**src/rtl/cop_wd_pkg.sv**
```systemverilog
`timescale 1ns/1ps
// Package: shared defaults and the counter action type for the tick watchdog.
// Assumes: all watchdog modules import this package.
package cop_wd_pkg;
    localparam int unsigned DEF_DIV_W  = 3;
    localparam int unsigned DEF_ADDR_W = 16;
    localparam int unsigned DEF_DATA_W = 8;
    localparam int unsigned DEF_SVC_ADDR = 16'h07F0;
    localparam int unsigned DEF_SVC_BIT  = 0;

    // Next-state choice for the divide-by-eight counter
    typedef enum logic [1:0] {
        ACT_HOLD    = 2'd0,
        ACT_CLEAR   = 2'd1,
        ACT_ADVANCE = 2'd2,
        ACT_WRAP    = 2'd3
    } cnt_act_e;
endpackage

```
**src/rtl/cop_svc_decode.sv**
```systemverilog
`timescale 1ns/1ps
// Module: cop_svc_decode
// Detects a service write: strobe high, address match, service bit clear.
// Assumes: the write port is sampled by the caller's clock; purely combinational here.
module cop_svc_decode #(
    parameter int unsigned ADDR_W   = cop_wd_pkg::DEF_ADDR_W,
    parameter int unsigned DATA_W   = cop_wd_pkg::DEF_DATA_W,
    parameter int unsigned SVC_ADDR = cop_wd_pkg::DEF_SVC_ADDR,
    parameter int unsigned SVC_BIT  = cop_wd_pkg::DEF_SVC_BIT
) (
    input  logic              wr_en,
    input  logic [ADDR_W-1:0] wr_addr,
    input  logic [DATA_W-1:0] wr_data,
    output logic              svc_hit
);
    localparam logic [ADDR_W-1:0] MATCH_ADDR = ADDR_W'(SVC_ADDR);

    logic addr_match;
    logic unused_data;

    // Compare the write address with the fixed service location
    always_comb begin
        addr_match = (wr_addr == MATCH_ADDR);
    end

    // A service needs the strobe, the address and a zero in the service bit
    always_comb begin
        svc_hit = wr_en && addr_match && !wr_data[SVC_BIT];
    end

    // The remaining data bits are unimplemented and intentionally unused
    assign unused_data = ^wr_data;
endmodule

```
**src/rtl/cop_action_sel.sv**
```systemverilog
`timescale 1ns/1ps
// Module: cop_action_sel
// Chooses the next counter action from enable, service, tick and current count.
// Assumes: service has priority over tick; disable forces a clear.
module cop_action_sel #(
    parameter int unsigned DIV_W = cop_wd_pkg::DEF_DIV_W
) (
    input  logic                 cop_en,
    input  logic                 svc_hit,
    input  logic                 tick,
    input  logic [DIV_W-1:0]     count,
    output cop_wd_pkg::cnt_act_e act
);
    import cop_wd_pkg::*;

    localparam logic [DIV_W-1:0] CNT_LAST = '1;

    logic at_last;

    // Flag the final count before the divider wraps
    always_comb begin
        at_last = (count == CNT_LAST);
    end

    // Priority: disable, then service, then tick (wrap or step), else hold
    always_comb begin
        if (!cop_en) begin
            act = ACT_CLEAR;
        end else if (svc_hit) begin
            act = ACT_CLEAR;
        end else if (tick) begin
            act = at_last ? ACT_WRAP : ACT_ADVANCE;
        end else begin
            act = ACT_HOLD;
        end
    end
endmodule

```
**src/rtl/cop_tick_div.sv**
```systemverilog
`timescale 1ns/1ps
// Module: cop_tick_div
// The watchdog's own divide-by-2**DIV_W tick counter.
// Assumes: synchronous active-low reset; act chosen by cop_action_sel.
module cop_tick_div #(
    parameter int unsigned DIV_W = cop_wd_pkg::DEF_DIV_W
) (
    input  logic                 clk,
    input  logic                 rst_n,
    input  cop_wd_pkg::cnt_act_e act,
    output logic [DIV_W-1:0]     count
);
    import cop_wd_pkg::*;

    localparam logic [DIV_W-1:0] CNT_ZERO = '0;
    localparam logic [DIV_W-1:0] CNT_ONE  = DIV_W'(1);

    logic [DIV_W-1:0] count_nxt;

    // Next count from the selected action
    always_comb begin
        unique case (act)
            ACT_CLEAR:   count_nxt = CNT_ZERO;
            ACT_WRAP:    count_nxt = CNT_ZERO;
            ACT_ADVANCE: count_nxt = count + CNT_ONE;
            default:     count_nxt = count;
        endcase
    end

    // Counter register with synchronous reset
    always_ff @(posedge clk) begin
        if (!rst_n) begin
            count <= CNT_ZERO;
        end else begin
            count <= count_nxt;
        end
    end
endmodule

```
**src/rtl/cop_req_gen.sv**
```systemverilog
`timescale 1ns/1ps
// Module: cop_req_gen
// Registers a one-cycle reset request on the wrap action.
// Assumes: a wrap cannot occur on two consecutive cycles (counter restarts at 0).
module cop_req_gen (
    input  logic                 clk,
    input  logic                 rst_n,
    input  cop_wd_pkg::cnt_act_e act,
    output logic                 reset_req
);
    import cop_wd_pkg::*;

    // Request flop: high for the cycle after a wrap, low otherwise
    always_ff @(posedge clk) begin
        if (!rst_n) begin
            reset_req <= 1'b0;
        end else begin
            reset_req <= (act == ACT_WRAP);
        end
    end
endmodule

```
**src/rtl/cop_watchdog.sv**
```systemverilog
`timescale 1ns/1ps
// Module: cop_watchdog (top)
// Tick-counting watchdog: divides an external periodic tick by 2**DIV_W and
// requests a reset unless software writes a zero service bit at SVC_ADDR.
// Assumes: tick is a one-cycle pulse synchronous to clk; no read path.
module cop_watchdog #(
    parameter int unsigned DIV_W    = cop_wd_pkg::DEF_DIV_W,
    parameter int unsigned ADDR_W   = cop_wd_pkg::DEF_ADDR_W,
    parameter int unsigned DATA_W   = cop_wd_pkg::DEF_DATA_W,
    parameter int unsigned SVC_ADDR = cop_wd_pkg::DEF_SVC_ADDR,
    parameter int unsigned SVC_BIT  = cop_wd_pkg::DEF_SVC_BIT
) (
    input  logic              clk,
    input  logic              rst_n,
    input  logic              cop_en,
    input  logic              tick,
    input  logic              wr_en,
    input  logic [ADDR_W-1:0] wr_addr,
    input  logic [DATA_W-1:0] wr_data,
    output logic              reset_req
);
    import cop_wd_pkg::*;

    logic             svc_hit;
    logic [DIV_W-1:0] div_count;
    cnt_act_e         div_act;

    // Service write detection
    cop_svc_decode #(
        .ADDR_W  (ADDR_W),
        .DATA_W  (DATA_W),
        .SVC_ADDR(SVC_ADDR),
        .SVC_BIT (SVC_BIT)
    ) u_decode (
        .wr_en  (wr_en),
        .wr_addr(wr_addr),
        .wr_data(wr_data),
        .svc_hit(svc_hit)
    );

    // Counter action selection
    cop_action_sel #(.DIV_W(DIV_W)) u_sel (
        .cop_en (cop_en),
        .svc_hit(svc_hit),
        .tick   (tick),
        .count  (div_count),
        .act    (div_act)
    );

    // Divide-by-eight tick counter
    cop_tick_div #(.DIV_W(DIV_W)) u_div (
        .clk  (clk),
        .rst_n(rst_n),
        .act  (div_act),
        .count(div_count)
    );

    // One-cycle request output
    cop_req_gen u_req (
        .clk      (clk),
        .rst_n    (rst_n),
        .act      (div_act),
        .reset_req(reset_req)
    );
endmodule

```
**config.mk**
```make
export PLATFORM = sky130hd
export DESIGN_NAME = cop_watchdog
export DESIGN_NICKNAME = d
export VERILOG_FILES = /design/src/rtl/cop_wd_pkg.sv /design/src/rtl/cop_svc_decode.sv /design/src/rtl/cop_action_sel.sv /design/src/rtl/cop_tick_div.sv /design/src/rtl/cop_req_gen.sv /design/src/rtl/cop_watchdog.sv
export SDC_FILE = /design/constraint.sdc
export NUM_CORES = 1
export LEC_CHECK = 0
export ABC_AREA = 1
export CAP_MARGIN = 0
export CORE_AREA = 2 2 39 41
export DETAILED_ROUTE_END_ITERATION = 8
export DIE_AREA = 0 0 41 43
export PLACE_DENSITY = 0.74
export SETUP_SLACK_MARGIN = 0.5
export SYNTH_ARGS = -nofsm -noshare
export SYNTH_HDL_FRONTEND = slang
export SYNTH_SLANG_ARGS = --single-unit
export TNS_END_PERCENT = 20
```
**constraint.sdc**
```tcl
create_clock -name clk -period 2.35 [get_ports clk]
set_clock_uncertainty 0.15 [all_clocks]
set_input_delay 0.3525 -clock clk [delete_from_list [all_inputs] [get_ports clk]]
set_output_delay 0.3525 -clock clk [all_outputs]
set_load 0.02 [all_outputs]
```
Yosys cells after proc, flatten, opt, wreduce, memory -nomap -nowiden --
Index checks and enable logic that the tools add are counted.
Word-level totals: flip-flop bits (word level) 4, input bits 29, output and inout port bits 1, logic and storage cells 18
Operators by class: add/subtract/negate cells 1, equality and inequality tests 5, mux-type cells 5, reductions and logical operators 5
Operators by type and width (number):
- == test 16 x 11 -> 1 bit (second input constant) | 1
- two-way mux 2 bit | 3
- one-hot mux 3 bit (2 select lines) | 1
- == test 2 bit (second input constant) | 2
- adder 3 x 1 -> 3 bit (second input constant) | 1
- == test 3 bit (second input constant) | 1
- == test 2 x 1 -> 1 bit (second input constant) | 1
- logical AND 1 bit | 2
- nonzero test 2 bit | 1
- OR reduction 2 bit | 1
- logical NOT 1 bit | 1
- two-way mux 1 bit | 1

Depth between registers and ports, before layout --
Gate-level depths: netlist (run 1).
depth after elaboration 8, depth in mapped cells 7, gate-level depth less buffers 7

Modules after synthesis --
From an unflattened synthesis (run 1), not the netlist that was laid out.
Unflattened totals: cell total of the unflattened synthesis 53, area total of the unflattened synthesis 296.5 um^2
Modules (own cells, without submodules):
- cop_tick_div | instances 1, cells an instance 20, area an instance 140.1 um^2, seq. area each 60.1 um^2
- cop_svc_decode | instances 1, cells an instance 23, area an instance 90.1 um^2, seq. area each 0.0 um^2
- cop_req_gen | instances 1, cells an instance 4, area an instance 33.8 um^2, seq. area each 20.0 um^2
- cop_action_sel | instances 1, cells an instance 6, area an instance 32.5 um^2, seq. area each 0.0 um^2

Worst setup path after synthesis (run 1) --
Ideal clock, no wire load.
kind register -> register, start register u_div.count[0], end register u_div.count[0], library setup time 0.070 ns, arrival 1.100 ns, required time 2.130 ns, slack 1.030 ns, cell stages (with the launch flop) 6, path buffers 0, period minus slack after synthesis 1.320 ns, cell sequence dfxtp_1 ha_1 ha_1 a21boi_4 nand4_1 a21oi_1
On the way: word-level cells in the longest chain between the ends 8, elaborated cells on any way between the ends 12, those cells by class add/sub: 1; eq/ne: 4; mux: 5; reduce/logical: 2
Ends and longest elaborated chain:
- start: declaration | line cop_tick_div.sv:11 | output logic [DIV_W-1:0] count
- start signal: assignment | line cop_tick_div.sv:35 | count <= count_nxt;
- == test 3 bit | line cop_action_sel.sv:22 | at_last = (count == CNT_LAST);
- two-way mux 1 bit | line cop_action_sel.sv:32 | act = at_last ? ACT_WRAP : ACT_ADVANCE;
- two-way mux 2 bit | line cop_action_sel.sv:31 | end else if (tick) begin
- two-way mux 2 bit | line cop_action_sel.sv:29 | end else if (svc_hit) begin
- two-way mux 2 bit | line cop_action_sel.sv:27 | if (!cop_en) begin
- == test 2 x 1 -> 1 bit / == test 2 bit (equally long branches) | line cop_tick_div.sv:22 | unique case (act)
- OR reduction 2 bit (no source line)
- one-hot mux 3 bit (2 select lines) / nonzero test 2 bit (equally long branches)
Several ways; a longest one is shown, not always the timed one. A chain may end at the register's enable or synchronous reset.

Worst setup path in the final report (run 1) --
start register u_req.reset_req, end output reset_req
RTL lines:
- start: declaration | line cop_req_gen.sv:9 | output logic reset_req
- start signal: assignment | line cop_req_gen.sv:18 | reset_req <= (act == ACT_WRAP);
- end: declaration | line cop_watchdog.sv:20 | output logic reset_req
No word-level cell between the ends.

==> key figures, run 1 <==
Critical path
  • Family with the most delay on the worst path: buffers and inverters
  • Path depth of the worst reg2reg path: 5
  • Category of the worst setup path launch point: flip-flop
  • Type of the worst setup path: flip-flop to output port
  • Max incr delay on CP: 0.59 ns
  • Critical path endpoint: reset_req
  • Crit-path slowest cell: clkdlybuf4s50_1
  • Series of cell instances along the critical path: clkdlybuf4s50_1
  • Beginning of the worst register-to-register path: u_div.count[0]
  • Start point of the critical path: u_req.reset_req
  • Data required time at the worst endpoint: 1.85 ns
  • Worst reg2reg path endpoint: u_div.count[2]
  • Endpoint class of the critical path: output port
  • Max FO, Critical Path: 1
  • WP buf/inv: 1
  • Logic depth of the worst setup path including buffers: 1
  • Minimum setup slack among reg-to-reg paths: 0.93 ns
  • Worst Path Arrival: 1.11 ns

Detailed routing
  • Post-detailed-route DRC marker count: 0
  • Via count of the routed design: 350
  • Total routed wirelength: 724 µm
  • 1st-iter DRT viols: 3
  • Number of routed nets with antenna violations: 0
  • Average wire per standard cell: 8.83 µm
  • Post-detailed-route via-to-cell ratio: 4.27
  • Count of TritonRoute iterations in the first routing pass: 4

Yosys
  • Fraction of the yosys area taken by sequential cells: 0.269
  • Count of synthesis-stage warnings from yosys: 0
  • Number of cells produced by synthesis: 41
  • Yosys cell types: 13
  • Post-synth net total: 72
  • Syn Std Cell Area: 298 µm²
  • Syn avg cell area: 7.26 µm²
  • Flop and latch count out of synthesis: 4

Final layout
  • Combined area of the multi-input logic cells: 191 µm²
  • Number of nets in the finished design: 99
  • Flip-flop and latch area: 80.1 µm²
  • Synthesis-to-finish area growth: 88.2%
  • Layout Cells excl Fill: 82
  • Layout cell share with drive strength beyond 1: 0.106
  • Antenna Cells: 0
  • Number of fill cells in the layout: 145

Floorplanning
  • Die outline width: 41 µm
  • Die area: 1760 µm²
  • Die boundary height: 43 µm
  • Number of core rows: 14
  • Core region area: 1380 µm²
  • Initial core utilization: 0.215
  • Number of I/O pins: 30

Worst hold path
  • Beginning of the worst hold path: u_div.count[1]
  • Classification of the worst-slack hold path: flip-flop to flip-flop

Clock tree
  • Buffer count from post-CTS setup fixing: 0
  • # hold bufs at CTS: 0
  • Largest buffer count on any clock path: 2
  • TritonCTS Sinks: 4
  • Clock tree from TritonCTS: yes
  • Later-pin clock latency in the skew report: 0.23 ns
  • Cts repair resizes: 0
  • Deepest level of the CTS H-tree: 1
  • TritonCTS buffer count: 3
  • Root buffer cell: clkbuf_4
  • Clock slew at reported path FFs: 0.04 ns

GRT
  • Total GRT Usage: 0.105
  • Number of antenna violations at the first check in global routing: 0
  • Global-route wire length before repair: 1200 µm
  • Total global routing overflow: 0
  • Pin count of the biggest net entering global routing: 8
  • Number of global-route vias before repair: 317

STA
  • Setup repair after global routing missed its margin: false
  • Transition time at the pin with the least slew margin: 0.211 ns
  • Max_slew headroom: 0.859
  • FMAX: 0.619 GHz
  • Minimum clock period: 1.61 ns
  • Total negative setup slack: 0 ns
  • Pins Over Slew Limit: 0
  • Final-report setup violation count: 0
  • Final Hold Violating Endpoints: 0
  • Final clock period utilization by the worst path: 0.687

Place
  • Number of instances in the placed design: 79
  • Estimated wirelength of the detail-placed design: 638 µm
  • Port Buf Inserts: 22
  • Final Wtd Congestion: 0.721

Power
  • IR Drop Worst-Case VDD: 0.195 mV
  • Pwr Density: 365 nW/µm²
  • Leakage power: 0.247 nW

Status
  • Outcome: finished, final reports clean

Flow run
  • Max-cap check violation count: 0
==> sequential cells by signal, indices dropped and copies added, names as in the netlist <==
signal           cells
u_req.reset_req      1
u_div.count          3
==> placed cells by master (no fill, tap or decap), drive strengths merged <==
master,count
inv,7
clkdlybuf4s50,22
nand4,6
a21oi,3
a21boi,1
clkbuf,3
ha,2
dfxtp,4
nand3,1
nor3,1
nor2,6
or2,1
nand3b,1
nand2,8
==> worst min-delay path by stage <==
| stage | to | slack [ns] | cells after the start |
|---|---|---|---|
| after detailed placement | u_div.count[1] | 0.34 | 2 |
| after global routing | u_div.count[1] | 0.36 | 2 |
| after CTS | u_div.count[1] | 0.34 | 2 |
| final | u_div.count[1] | 0.34 | 2 |
| after global placement | u_div.count[2] | 0.33 | 2 |
| after floorplan | u_div.count[1] | 0.32 | 2 |
==> kinds of logic after synthesis <==
logic type,Yosys count,synth area share
compound gates,4,0.113
flops,4,0.269
fa+ha+maj,2,0.0840
buf+inv,7,0.0883
simple gates,24,0.445
==> where the power goes <==
| group | switching, mW | internal, mW |
|---|---|---|
| Combinational | 0.0159 | 0.0372 |
| Clock | 0.0246 | 0.0569 |
| Sequential | 0.000644 | 0.0695 |
| Total | 0.0411 | 0.164 |
==> per-layer routing <==
| metal | up-vias | wire (µm) | track usage |
|---|---|---|---|
| met2 | 8 | 410 | 0.166 |
| met3 | 0 | 42 | 0.0785 |
| li1 | 188 | - | - |
| met5 | - | 0 | 0 |
| met4 | 0 | 0 | 0.0400 |
| met1 | 154 | 271 | 0.0968 |
==> through the flow <==
step           hold WS (ns)  worst slack [ns]  total power [mW]  cell area (µm²)  utilization
3_5_place_dp          0.339             0.662             0.125              538        0.389
3_3_place_gp          0.326             0.693             0.123              538        0.389
5_1_grt               0.362             0.669             0.224              561        0.405
6_report              0.341             0.736             0.205              561        0.405
2_1_floorplan         0.317              1.03            0.0863              298            -
4_1_cts               0.344             0.717             0.212              561        0.405
==> cells in the mapped netlist <==
cell type | instances | share of area
nor3_4 | 1 | 0.055
a21oi_1 | 3 | 0.050
nand3b_1 | 1 | 0.025
nand4_1 | 6 | 0.13
nand3_2 | 1 | 0.034
dfxtp_1 | 4 | 0.27
nand2_1 | 8 | 0.10
nor2_2 | 1 | 0.021
a21boi_4 | 1 | 0.063
nor2_1 | 5 | 0.063
or2_1 | 1 | 0.021
ha_1 | 2 | 0.084
inv_1 | 7 | 0.088
==> layout make-up <==
cell class	instances	share of cell area
Timing Repair Buffer	22	0.393
Multi-Input combinational cell	30	0.342
Sequential cell	4	0.143
Inverter	7	0.0469
Clock buffer	3	0.0402
Tap cell	16	0.0357
No activity file was read; power rests on OpenSTA's default activity.
==> inputs of run 2 (changes only) <==
- clock period: 2.35 -> 1.61 ns (I/O delays scaled with it)
==> key figures, run 2 (synthesis results as in run 1) <==
Clock tree
  • TritonCTS buffer count: 3 (unchanged)
  • TritonCTS Sinks: 4 (unchanged)
  • Deepest level of the CTS H-tree: 1 (unchanged)
  • Later-pin clock latency in the skew report: 0.23 ns (about the same)
  • Clock slew at reported path FFs: 0.04 ns (about the same)
  • Largest buffer count on any clock path: 2 (unchanged)
  • Clock tree from TritonCTS: yes
  • # hold bufs at CTS: 0 (unchanged)
  • Root buffer cell: clkbuf_4

STA
  • Final Hold Violating Endpoints: 0 (unchanged)
  • Final clock period utilization by the worst path: 0.829
  • Minimum clock period: 1.33 ns
  • Setup repair after global routing missed its margin: true
  • Post-layout worst setup margin: 0.275 ns (-0.460 ns)
  • Transition time at the pin with the least slew margin: 0.206 ns (-0.00434 ns)
  • Pins Over Slew Limit: 0 (unchanged)
  • Final hold slack: 0.361 ns (+0.0197 ns)
  • Max_slew headroom: 0.862 (+0.00299)
  • FMAX: 0.749 GHz
  • Total negative setup slack: 0 ns (unchanged)
  • Final-report setup violation count: 0 (unchanged)

Floorplanning
  • Die area: 1760 µm² (unchanged)
  • Core region area: 1380 µm² (unchanged)
  • Die boundary height: 43 µm (unchanged)
  • Number of core rows: 14 (unchanged)
  • Number of I/O pins: 30 (unchanged)
  • Initial core utilization: 0.215 (unchanged)
  • Die outline width: 41 µm (unchanged)

Critical path
  • Type of the worst setup path: flip-flop to flip-flop
  • Category of the worst setup path launch point: flip-flop
  • Worst reg2reg path endpoint: u_div.count[2]
  • Worst Path Arrival: 1.35 ns (+0.24 ns)
  • Minimum setup slack among reg-to-reg paths: 0.28 ns (-0.65 ns)
  • Start point of the critical path: u_div.count[0]
  • Max FO, Critical Path: 7 (+6)
  • Beginning of the worst register-to-register path: u_div.count[0]
  • Critical path endpoint: u_div.count[2]
  • Data required time at the worst endpoint: 1.62 ns (-0.23 ns)
  • Path depth of the worst reg2reg path: 5 (unchanged)
  • Endpoint class of the critical path: flip-flop

GRT
  • Pin count of the biggest net entering global routing: 8 (unchanged)
  • Global-route track usage on met2: 0.200 (+0.0344)
  • Total global routing overflow: 0 (unchanged)
  • Total GRT Usage: 0.108 (+0.00302)
  • Global-route layer with the greatest usage: met2
  • Number of antenna violations at the first check in global routing: 0 (unchanged)
  • Global routing usage on met3: 0.0157 (-0.0628)
  • Number of global-route vias before repair: 374 (+18%)
  • GR Util met1: 0.0903 (-0.00645)
  • Global-route wire length before repair: 1300 µm (+8.7%)

Worst hold path
  • Classification of the worst-slack hold path: flip-flop to flip-flop

Final layout
  • Number of fill cells in the layout: 137 (-5.5%)
  • Layout Cells excl Fill: 83 (+1.2%)
  • Largest register FFs: 3 (unchanged)
  • Antenna Cells: 0 (unchanged)
  • Flip-flop and latch area: 82.6 µm² (+3.1%)
  • Synthesis-to-finish area growth: 104%
  • Most flop-heavy register: u_div.count
  • Registers with the most flip-flops: u_div.count x3, u_req.reset_req x1
  • Number of nets in the finished design: 100 (+1.0%)
  • Layout cell share with drive strength beyond 1: 0.224 (+0.118)
  • Combined area of the multi-input logic cells: 231 µm² (+21%)
  • Leading cell type in the layout, fill and taps excluded: clkdlybuf4s50_1
  • Most used cells in the layout excluding fill and tap cells: clkdlybuf4s50_1 (19), inv_1 (7), nand2_1 (6), nand4_1 (6), nor2_1 (4)

Status
  • Outcome: finished, final reports clean

Place
  • Estimated wirelength of the detail-placed design: 591 µm (-7.2%)
  • Port Buf Inserts: 22 (unchanged)
  • Final Wtd Congestion: 0.701 (-2.9%)
  • Worst slack after detailed placement: 0.0164 ns (-0.646 ns)
  • Number of instances in the placed design: 79 (unchanged)

Detailed routing
  • 1st-iter DRT viols: 1 (-2)
  • Post-detailed-route via-to-cell ratio: 4.25 (-0.36%)
  • Count of TritonRoute iterations in the first routing pass: 2 (-2)
  • Post-detailed-route DRC marker count: 0 (unchanged)
  • Total routed wirelength: 749 µm (+3.5%)
  • Via count of the routed design: 353 (+0.86%)
  • Average wire per standard cell: 9.02 µm (+2.2%)
  • Number of routed nets with antenna violations: 0 (unchanged)

Power
  • Leakage power: 0.256 nW (+3.3%)
  • IR Drop Worst-Case VDD: 0.197 mV (+0.79%)
  • Pwr Density: 505 nW/µm² (+38%)

Flow run
  • Max-cap check violation count: 0 (unchanged)
==> run 2: cell count changes in the layout (fill, tap and decap cells not counted), sizes merged <==
cell / delta
clkdlybuf4s50: -3
buf: +1
dlygate4sd2: +3
==> run 2: per-layer routing <==
layer	routed length (µm)	vias up
met5	0	-
met4	0	0
met3	48	0
met2	424	8
met1	276	156
li1	-	189
==> run 2: report_power, final <==
| part | total (mW) | switching, mW | internal (mW) | leakage (nW) |
|---|---|---|---|---|
| sequential | 0.103 | 0.00129 | 0.102 | 0.0334 |
| clock | 0.124 | 0.0410 | 0.0834 | 0.0138 |
| combinational | 0.0794 | 0.0254 | 0.0540 | 0.209 |
==> run 2: stage by stage <==
step                      utilization  power, mW  area (µm²)
after floorplan                     -      0.127         325
after global placement          0.409      0.181         566
after detailed placement        0.409      0.182         566
after CTS                       0.431      0.312         597
after global routing            0.439      0.335         607
final                           0.439      0.307         607
==> run 2: repair_timing <==
item	CTS	global route
pin swaps	12	1
cloned	0	0
setup endpoints to repair	5	5
resized for setup	5	2
setup buffers	1	0
==> run 2: worst min-delay path by stage <==
stage	from	end	slack [ns]	cells after the start
2_1_floorplan	rst_n	u_div.count[0]	0.25	2
3_3_place_gp	u_div.count[0]	u_div.count[0]	0.35	2
3_5_place_dp	u_div.count[1]	u_div.count[1]	0.36	2
4_1_cts	u_div.count[1]	u_div.count[1]	0.37	2
5_1_grt	u_div.count[1]	u_div.count[1]	0.39	2
6_report	u_div.count[1]	u_div.count[1]	0.36	2
==> run 2: final cells by class <==
cell class | instances | share of cell area
Timing Repair Buffer | 23 | 0.369
Clock buffer | 3 | 0.0371
Sequential cell | 4 | 0.136
Multi-Input combinational cell | 30 | 0.381
Inverter | 7 | 0.0433
Tap cell | 16 | 0.0330
==> run 2: worst max-delay path, cell delays in order (launching register included) <==
cell      delay, ns
dfxtp_2        0.33
ha_4           0.16
ha_4           0.15
a21boi_4       0.20
nand4_1        0.14
a21oi_1        0.13
